[src/rtl/fpr_pkg.sv]
// Shared types for the forwarding decision policy resolver.
// Assumes a two-bit fast-forward class code, fixed by the block's interface.
package fpr_pkg;

    typedef enum logic [1:0] {
        FF_NONE   = 2'd0,
        FF_BCAST  = 2'd1,
        FF_UCAST  = 2'd2,
        FF_LLOCAL = 2'd3
    } ff_class_t;

endpackage

[src/rtl/fpr_fast_path.sv]
// Fast-path result: builds the port mask for a fast-forward hit and
// classifies it as high priority from the priority mask. High-priority
// broadcast/unicast hits lose the CPU port unless allowed; link-local
// hits always go to the CPU. Purely combinational.
module fpr_fast_path
    import fpr_pkg::*;
#(
    parameter int unsigned NPORTS = 8,
    parameter int unsigned PRIO_W = 3,
    parameter logic [NPORTS-1:0] CPU_MASK = 8'h01,
    localparam int unsigned NPRIO = 1 << PRIO_W
) (
    input  ff_class_t          cls,
    input  logic [PRIO_W-1:0]  prio,
    input  logic [NPORTS-1:0]  ucast_mask,
    input  logic [NPRIO-1:0]   prio_mask,
    input  logic               hp_cpu_en,
    output logic               hit,
    output logic               hp,
    output logic [NPORTS-1:0]  mask
);

    logic [NPORTS-1:0] raw_mask;

    // Select the raw mask for the hit class.
    always_comb begin
        unique case (cls)
            FF_BCAST:  raw_mask = '1;
            FF_UCAST:  raw_mask = ucast_mask;
            FF_LLOCAL: raw_mask = CPU_MASK;
            default:   raw_mask = '0;
        endcase
    end

    assign hit = (cls != FF_NONE);
    assign hp  = hit && prio_mask[prio];

    // Apply the CPU suppression rule for high-priority traffic.
    always_comb begin
        if (hp && !hp_cpu_en && (cls != FF_LLOCAL))
            mask = raw_mask & ~CPU_MASK;
        else
            mask = raw_mask;
    end

endmodule

[src/rtl/fpr_full_path.sv]
// Full-lookup result: passes a recognized mask through, or floods an
// unrecognized destination (CPU removed unless allowed) and raises a
// learning request when both learning enables are set. Combinational.
module fpr_full_path #(
    parameter int unsigned NPORTS = 8,
    parameter logic [NPORTS-1:0] CPU_MASK = 8'h01
) (
    input  logic [NPORTS-1:0] lookup_mask,
    input  logic              unrec,
    input  logic              unrec_cpu_en,
    input  logic              learn_dst_en,
    input  logic              port_learn,
    output logic [NPORTS-1:0] mask,
    output logic              learn
);

    // Choose between the looked-up mask and the unknown-destination flood.
    always_comb begin
        if (unrec)
            mask = unrec_cpu_en ? '1 : ~CPU_MASK;
        else
            mask = lookup_mask;
    end

    assign learn = unrec && learn_dst_en && port_learn;

endmodule

[src/rtl/fpr_path_sel.sv]
// Path selection: decides whether the pending frame is settled on the
// fast path or must wait for the full lookup. Full forcing wins over
// fast forcing; without forcing, a fast hit settles the frame.
module fpr_path_sel (
    input  logic force_fast,
    input  logic force_full,
    input  logic fast_hit,
    output logic use_full
);

    // Priority order: force_full, then force_fast, then the hit itself.
    always_comb begin
        if (force_full)
            use_full = 1'b1;
        else if (force_fast)
            use_full = 1'b0;
        else
            use_full = !fast_hit;
    end

endmodule

[src/rtl/fwd_policy_resolver.sv]
// Forwarding decision policy resolver, top level.
// Holds one frame in a pending slot, settles it from the fast path or the
// full lookup, falls back to drop or flood when the next frame arrives
// before the full response, and registers the decision with a valid strobe.
// Assumes at most one new frame per cycle and configuration that changes
// only while no frame is pending.
module fwd_policy_resolver
    import fpr_pkg::*;
#(
    parameter int unsigned NPORTS = 8,
    parameter int unsigned PRIO_W = 3,
    parameter int unsigned LVL_W  = 6,
    parameter logic [NPORTS-1:0] CPU_MASK = 8'h01,
    localparam int unsigned NPRIO = 1 << PRIO_W
) (
    input  logic               clk,
    input  logic               rst_n,
    input  logic [NPRIO-1:0]   cfg_prio_mask,
    input  logic               cfg_hp_cpu_en,
    input  logic               cfg_unrec_cpu_en,
    input  logic               cfg_slow_bcast,
    input  logic               cfg_learn_dst_en,
    input  logic               cfg_force_fast,
    input  logic               cfg_force_full,
    input  logic               req_valid,
    input  logic [1:0]         req_class,
    input  logic [PRIO_W-1:0]  req_prio,
    input  logic [NPORTS-1:0]  req_fast_mask,
    input  logic               req_port_learn,
    input  logic               full_valid,
    input  logic [NPORTS-1:0]  full_mask,
    input  logic               full_unrec,
    input  logic [LVL_W-1:0]   uq_level,
    output logic               dec_valid,
    output logic [NPORTS-1:0]  dec_mask,
    output logic               dec_drop,
    output logic               dec_hp,
    output logic               dec_learn,
    output logic               uq_irq
);

    localparam logic [NPORTS-1:0] FLOOD_MASK = ~CPU_MASK;

    // Pending slot
    logic               pend_v;
    ff_class_t          pend_cls;
    logic [PRIO_W-1:0]  pend_prio;
    logic [NPORTS-1:0]  pend_mask;
    logic               pend_learn;

    // Path results
    logic               fast_hit;
    logic               fast_hp;
    logic [NPORTS-1:0]  fast_mask;
    logic [NPORTS-1:0]  full_res_mask;
    logic               full_learn;
    logic               use_full;

    // Next decision
    logic               ready_fast;
    logic               ready_full;
    logic               stale;
    logic               emit;
    logic [NPORTS-1:0]  mask_n;
    logic               hp_n;
    logic               learn_n;

    fpr_fast_path #(
        .NPORTS  (NPORTS),
        .PRIO_W  (PRIO_W),
        .CPU_MASK(CPU_MASK)
    ) u_fast (
        .cls       (pend_cls),
        .prio      (pend_prio),
        .ucast_mask(pend_mask),
        .prio_mask (cfg_prio_mask),
        .hp_cpu_en (cfg_hp_cpu_en),
        .hit       (fast_hit),
        .hp        (fast_hp),
        .mask      (fast_mask)
    );

    fpr_full_path #(
        .NPORTS  (NPORTS),
        .CPU_MASK(CPU_MASK)
    ) u_full (
        .lookup_mask (full_mask),
        .unrec       (full_unrec),
        .unrec_cpu_en(cfg_unrec_cpu_en),
        .learn_dst_en(cfg_learn_dst_en),
        .port_learn  (pend_learn),
        .mask        (full_res_mask),
        .learn       (full_learn)
    );

    fpr_path_sel u_sel (
        .force_fast(cfg_force_fast),
        .force_full(cfg_force_full),
        .fast_hit  (fast_hit),
        .use_full  (use_full)
    );

    assign ready_fast = pend_v && !use_full;
    assign ready_full = pend_v && use_full && full_valid;
    assign stale      = pend_v && use_full && !full_valid && req_valid;
    assign emit       = ready_fast || ready_full || stale;

    // Form the decision that will be registered this cycle.
    always_comb begin
        mask_n  = '0;
        hp_n    = 1'b0;
        learn_n = 1'b0;
        if (ready_fast) begin
            mask_n = fast_mask;
            hp_n   = fast_hp;
        end else if (ready_full) begin
            mask_n  = full_res_mask;
            learn_n = full_learn;
        end else if (stale) begin
            mask_n = cfg_slow_bcast ? FLOOD_MASK : '0;
        end
    end

    // Track the pending frame: load on arrival, clear once decided.
    always_ff @(posedge clk) begin
        if (!rst_n) begin
            pend_v     <= 1'b0;
            pend_cls   <= FF_NONE;
            pend_prio  <= '0;
            pend_mask  <= '0;
            pend_learn <= 1'b0;
        end else begin
            pend_v <= req_valid || (pend_v && !emit);
            if (req_valid) begin
                pend_cls   <= ff_class_t'(req_class);
                pend_prio  <= req_prio;
                pend_mask  <= req_fast_mask;
                pend_learn <= req_port_learn;
            end
        end
    end

    // Register the decision outputs; zero when nothing is decided.
    always_ff @(posedge clk) begin
        if (!rst_n) begin
            dec_valid <= 1'b0;
            dec_mask  <= '0;
            dec_drop  <= 1'b0;
            dec_hp    <= 1'b0;
            dec_learn <= 1'b0;
        end else begin
            dec_valid <= emit;
            dec_mask  <= mask_n;
            dec_drop  <= emit && (mask_n == '0);
            dec_hp    <= hp_n;
            dec_learn <= learn_n;
        end
    end

    // Register the queue-not-empty level interrupt.
    always_ff @(posedge clk) begin
        if (!rst_n) uq_irq <= 1'b0;
        else        uq_irq <= (uq_level != '0);
    end

endmodule

[config.mk]
export PLATFORM = sky130hd
export DESIGN_NAME = fwd_policy_resolver
export DESIGN_NICKNAME = d
export VERILOG_FILES = /design/src/rtl/fpr_pkg.sv /design/src/rtl/fpr_fast_path.sv /design/src/rtl/fpr_full_path.sv /design/src/rtl/fpr_path_sel.sv /design/src/rtl/fwd_policy_resolver.sv
export SDC_FILE = /design/constraint.sdc
export NUM_CORES = 1
export LEC_CHECK = 0
export ABC_AREA = 1
export CAP_MARGIN = 20
export CORE_UTILIZATION = 37
export CTS_CLUSTER_SIZE = 25
export DETAILED_ROUTE_END_ITERATION = 10
export GPL_ROUTABILITY_DRIVEN = 0
export GPL_TIMING_DRIVEN = 0
export PLACE_DENSITY = 0.73
export SKIP_LAST_GASP = 1
export SLEW_MARGIN = 20
export SYNTH_ARGS = -nofsm -noshare
export SYNTH_HDL_FRONTEND = slang
export SYNTH_SLANG_ARGS = --single-unit
[constraint.sdc]
create_clock -name clk -period 1.3 [get_ports clk]
set_clock_uncertainty 0.05 [all_clocks]
set_input_delay 0.195 -clock clk [delete_from_list [all_inputs] [get_ports clk]]
set_output_delay 0.195 -clock clk [all_outputs]
set_load 0.01 [all_outputs]
==> metrics.txt, run 1 <==
Synth area leader dfxtp_1; layout cell share with drive strength beyond 1 12.3%; routed vias roughly 1400; Hold Path Stages 3; internal power 1230 µW; Slowest-stage cell, CP dfxtp_4; Register-to-Register Path Depth 8; fmax 708 MHz; P per Cell Area between 800 and 900 nW/µm²; cells along the critical path nor2_4 -> nand2_4 -> a21oi_4 -> nand4_4 -> nand3_2 -> nor2_1 -> nand3_1 -> nor2_1; Max-Cap Viols 0; Reg power frac between 50% and 60%; crit path kind flop to flop; outcome complete, but fails checks; clock share of power around 21%; Ports 60; Tcrit/Tclk final 109%; Via density 4.60; post-synthesis sequential area ratio between 40% and 50%; Routed Antenna Nets 0; Leakage about 0.001 µW; grt total ovfl 0; Final Power between 1500 and 2000 µW; most common cell after layout, fill and taps aside clkdlybuf4s50_1; Syn Nets around 230; r2r setup slk -0.11 ns; slowest stage delay, CP between 0.3 and 0.4 ns; CTS tree done; Mapped Avg Cell Area roughly 7 µm²; global-route wire length before repair between 5 and 6 mm; Hold Buf Count CTS 0; n_diodes 0; violated checks setup timing; setup violators final 4; Placement Setup Slack -0.457 ns; Chip Height a little over 60 µm; reg-to-reg critical path endpoint dec_drop$_SDFF_PN0_; met2 Use GR between 20% and 30%; fin worst setup slack -0.112 ns; Worst-path clk slew between 0.1 and 0.15 ns; Filler cells roughly 310; Fin. Hold Viols 0; H-tree depth 1; final-report max-slew violation count 0; Nets 301; worst path bufs/invs 0; DRT Pass-1 Iters 4; DRC 0; port bufs 58; total wire length approximately 3.0 mm; Max FO, Critical Path 7; top cells by area, synth dfxtp_1 (42%), inv_1 (9.1%), nand2_1 (8.2%); worst-case clock buffer depth 2; post-DR wirelength/cell between 10 and 15 µm; Clock Sinks 28; Root Buffer clkbuf_4; GRT Overall Usage 17.6%; most crowded layer after global routing met2; area share of the largest cell type after synthesis a little over two fifths; worst hold endpoint dec_learn$_SDFF_PP0_; Starting DRT DRC Count 34; Comb pwr share 23.8%; Die X ~62 µm; Req. time, crit path roughly 1.5 ns; Clock Latency Late Sink between 0.3 and 0.4 ns; Worst Hold Slack ~0.25 ns; hold_sp full_unrec; DIE AREA around 3800 µm²; post-layout min period roughly 1.4 ns; GR Util met1 23.6%; Core Area 3390 µm²; Peak VDD IR about 0.56 mV; Worst Hold Class primary input to flop; RSZ-0062 raised after global routing true; Sw Ratio between 20% and 30%; worst slew pin tran 0.456 ns; crit path capture type flop; initial core utilization between 30% and 40%; sw power ~440 µW; number of global-route vias before repair ~1200; Netlist cell types 24; largest net degree at the start of global routing 15; CP most frequent cell nor2_1; r2r startpoint pend_cls[1]$_SDFFE_PN0P_; commonest cells after routing, fill and taps aside clkdlybuf4s50_1 (44), inv_1 (31), nand2_1 (29), dfxtp_1 (25), nor2_1 (19); Mapped Area around 1300 µm²; GR Util met3 about 4.1%; Syn Inst Count between 150 and 200; Worst Path Arrival about 1.6 ns; Worst slew margin 69.6%; CP top delay family simple AND/OR/NAND/NOR gates; Synth Warn # 0; antenna violations before repair 0; DP Wirelength around 2.4 mm; P&R area growth vs syn 54.3%; CP startpoint kind flop; number of buffers created by CTS 3; row cnt 21; flops & latches, synth 28
synth_stat cells:
| cell type | count |
|---|---|
| or2_2 | 1 |
| nand3_1 | 16 |
| nand4_4 | 1 |
| nor2_1 | 19 |
| nand4_1 | 1 |
| a21oi_1 | 14 |
| dfxtp_1 | 28 |
| nand3b_1 | 1 |
| nor3_1 | 2 |
| nand2_1 | 29 |
| inv_1 | 32 |
| a21oi_4 | 1 |
| o211ai_1 | 2 |
| o21ai_0 | 19 |
| o21ai_1 | 2 |
| inv_2 | 2 |
| nor2_4 | 2 |
| a31oi_1 | 1 |
| o31ai_1 | 1 |
| o2111ai_1 | 3 |
| clkbuf_1 | 5 |
| nand2_4 | 1 |
| nand2_2 | 3 |
| or4_1 | 1 |
sequential cells by signal (all words and copies together), names as in the netlist, 2 cells and up:
name       flops
dec_mask       8
pend_cls       2
pend_prio      3
pend_mask      8
stage by stage:
stage / utilization, % / setup TNS (ns) / cell area (µm²) / instances
finish: 60.3 / -0.166 / 2040 / 298
global route: 60.3 / -0.736 / 2040 / 298
CTS: 59.1 / -0.207 / 2000 / 297
detailed placement: 58.0 / -8.88 / 1970 / 291
global placement: 58.0 / -8.66 / 1970 / 291
floorplan: - / 0 / 1330 / 187
cell families (layout without fill, tap and decap cells):
logic type,after synthesis,count (layout),share of synthesized area [%]
AND/OR/NAND/NOR,77,77,28.0
buffers and inverters,39,104,11.0
flip-flops,28,28,42.3
AO/OA/AOI/OAI,43,43,18.6
cell type report:
| class | count | area (µm²) | share of cell area, % |
|---|---|---|---|
| plain buffers | 5 | 20.0 | 0.979 |
| clock buffers | 3 | 22.5 | 1.10 |
| inverters | 34 | 128 | 6.24 |
| multi-input cells | 120 | 654 | 32.0 |
| flip-flops and latches | 28 | 569 | 27.8 |
| well taps | 46 | 57.6 | 2.82 |
| repair buffers | 62 | 593 | 29.0 |
how the worst max path moves through the flow:
| stage | startpoint | endpoint | slack (ns) | cells after the start |
|---|---|---|---|---|
| after global routing | pend_cls[1]$_SDFFE_PN0P_ | dec_drop$_SDFF_PN0_ | -0.18 | 8 |
| final | pend_cls[1]$_SDFFE_PN0P_ | dec_drop$_SDFF_PN0_ | -0.11 | 8 |
| after floorplan | pend_cls[0]$_SDFFE_PN0P_ | dec_drop$_SDFF_PN0_ | 0.01 | 10 |
| after detailed placement | req_valid | dec_drop$_SDFF_PN0_ | -0.46 | 7 |
| after global placement | req_valid | pend_cls[0]$_SDFFE_PN0P_ | -0.44 | 5 |
| after CTS | pend_cls[1]$_SDFFE_PN0P_ | dec_drop$_SDFF_PN0_ | -0.12 | 10 |
worst register-to-register path: cells and delay by family, from the launching register on:
kind            cells  cell delay, ns
simple gates        7            0.70
flops               1            0.37
compound gates      1            0.20
routing by layer:
metal | part of all wire (%) | wire (µm)
met1 | 46 | 1370
met2 | 45 | 1360
met3 | 8.0 | 238
met4 | 0.57 | 17
met5 | 0 | 0
power groups by stage:
stage / registers [µW] / clock network, µW / logic, µW
CTS: 926 / 356 / 388
detailed placement: 952 / 0 / 382
global placement: 951 / 0 / 379
finish: 926 / 342 / 396
global route: 932 / 389 / 446
floorplan: 954 / 0 / 171
repair_timing:
| item | 4_1_cts | 5_1_grt |
|---|---|---|
| buffers inserted | 3 | 1 |
| cloned | 0 | 0 |
| resized for setup | 18 | 12 |
| endpoints found under the setup margin | 33 | 11 |
| pin swaps | 2 | 2 |
Power figures use the tool's default switching activity.
==> inputs of run 2 (changes only) <==
Settings changed: GPL_TIMING_DRIVEN 0 to 1, PLACE_DENSITY 0.73 to 0.8.
==> metrics.txt, run 2 (synthesized netlist as in run 1, its figures left out) <==
post-layout min period 1.46 ns (was 1.41 ns); routed vias 1411 (was 1372); worst slew pin tran 0.329 ns (was 0.456 ns); DIE AREA 3820 µm² (unchanged); most common cell after layout, fill and taps aside clkdlybuf4s50_1 (unchanged); worst-case clock buffer depth 2 (unchanged); cells along the critical path nor2_4 -> nand2_4 -> a21oi_4 -> nand4_4 -> nand3_2 -> nor2_1 -> nand3_1 -> nor2_1 (unchanged); commonest cells after routing, fill and taps aside clkdlybuf4s50_1 (46), inv_1 (31), nand2_1 (29), dfxtp_1 (25), buf_4 (20) (was clkdlybuf4s50_1 (44), inv_1 (31), nand2_1 (29), dfxtp_1 (25), nor2_1 (19)); global-route wire length before repair 5.15 mm (was 5.02 mm); register area 564 µm² (was 569 µm²); Post-Place Cells 305 (was 291); Via density 4.52 (was 4.60); total wire length 3.28 mm (was 2.99 mm); post-route insts no fill 312 (was 298); Peak VDD IR 0.571 mV (was 0.556 mV); Max-Cap Viols 0 (unchanged); slowest stage delay, CP 0.36 ns (was 0.37 ns); CTS tree done (unchanged); P per Cell Area 810 nW/µm² (was 814 nW/µm²); most crowded layer after global routing met2 (unchanged); Max FO, Critical Path 7 (unchanged); CP startpoint kind flop (unchanged); Leakage 0.00110 µW (was 0.000999 µW); Core Area 3390 µm² (unchanged); Worst Path Arrival 1.64 ns (was 1.60 ns); top flop regs dec_mask: 8 flops, pend_mask: 8 flops, pend_prio: 3 flops (unchanged); Nets 314 (was 301); Final Util 65.0% (was 60.3%); Req. time, crit path 1.48 ns (was 1.49 ns); Worst-path clk slew 0.14 ns (about the same); fin worst setup slack -0.158 ns (was -0.112 ns); Tcrit/Tclk final 112% (was 109%); GRT Overall Usage 18.3% (was 17.6%); CP most frequent cell nor2_1 (unchanged); GR Util met3 2.90% (was 4.14%); Worst Hold Class primary input to flop (unchanged); Chip Height 61.8 µm (unchanged); initial core utilization 39.1% (unchanged); n_diodes 0 (unchanged); crit path capture type flop (unchanged); area of the multi-input gates 672 µm² (was 654 µm²); DRC 0 (unchanged); outcome complete, but fails checks (unchanged); met2 Use GR 30.7% (was 28.9%); Clock Sinks 28 (unchanged); Ports 60 (unchanged); Worst slew margin 78.0% (was 69.6%); Die X 61.8 µm (unchanged); RSZ-0062 raised after global routing true (unchanged); grt total ovfl 0 (unchanged); layout cell share with drive strength beyond 1 19.5% (was 12.3%); DRT Pass-1 Iters 4 (unchanged); post-DR wirelength/cell 10.5 µm (was 10.0 µm); crit path kind flop to flop (unchanged); DP Wirelength 2.63 mm (was 2.36 mm); P&R area growth vs syn 66.2% (was 54.3%); Slowest-stage cell, CP dfxtp_2 (was dfxtp_4); Routed Antenna Nets 0 (unchanged); Root Buffer clkbuf_4 (unchanged); antenna violations before repair 0 (unchanged); final-report max-slew violation count 0 (unchanged); fmax 686 MHz (was 708 MHz); largest net degree at the start of global routing 19 (was 15); H-tree depth 1 (unchanged); violated checks setup timing (unchanged); setup violators final 8 (was 4); number of global-route vias before repair 1217 (was 1192); port bufs 59 (was 58); Clock Latency Late Sink 0.31 ns (was 0.32 ns); GR Util met1 22.9% (was 23.6%); number of buffers created by CTS 3 (unchanged); row cnt 21 (unchanged); Starting DRT DRC Count 49 (was 34); Filler cells 308 (was 311); Fin. Hold Viols 0 (unchanged)
[run 2: layout make-up]
type,instances,area share (%)
repair buffers,80,33.8
multi-input cells,120,30.5
flip-flops and latches,28,25.6
inverters,34,5.80
well taps,46,2.61
clock buffers,4,1.65
[run 2: repair_timing]
action | CTS | global route
endpoints found under the setup margin | 20 | 11
hold buffers | 0 | 0
resized for setup | 13 | 16
pin swaps | 3 | 16
buffers inserted | 1 | 2
[run 2: metal layers]
metal	up-vias	part of all wire (%)	wire (µm)
li1	768	-	-
met1	592	45	1470
met2	45	48	1590
met3	6	4.5	148
met4	0	2.1	68
met5	-	0	0
[run 2: per-stage QoR]
stage / worst slack (ns) / power (µW) / TNS, ns / hold WS (ns) / area, µm²
after floorplan: 0.00960 / 1130 / 0 / 0.260 / 1330
after global placement: -0.301 / 1380 / -3.15 / 0.390 / 2100
after detailed placement: -0.350 / 1390 / -3.54 / 0.395 / 2100
after CTS: -0.118 / 1790 / -0.169 / 0.382 / 2130
after global routing: -0.218 / 1890 / -1.15 / 0.382 / 2200
final: -0.158 / 1780 / -0.400 / 0.394 / 2200
[run 2: critical path: cells and delay by family (launching register included)]
kind / cells / cell delay (ns)
AOI/OAI and AO/OA: 1 / 0.21
DFF: 1 / 0.36
and+or+nand+nor: 7 / 0.75
[run 2: path summary, 6_finish.rpt]
path	from	cells after the start	endpoint	slack, ns
setup / recovery	pend_cls[0]$_SDFFE_PN0P_	8	dec_drop$_SDFF_PN0_	-0.16
hold reg to reg	pend_mask[6]$_SDFFE_PN0P_	2	pend_mask[6]$_SDFFE_PN0P_	0.41
hold / removal	req_fast_mask[2]	3	pend_mask[2]$_SDFFE_PN0P_	0.39
setup reg to reg	pend_cls[0]$_SDFFE_PN0P_	8	dec_drop$_SDFF_PN0_	-0.16
[run 2: power by group]
part | switching (µW) | internal, µW | total (µW)
Sequential | 20.4 | 906 | 926
Clock | 234 | 171 | 405
Combinational | 200 | 253 | 453
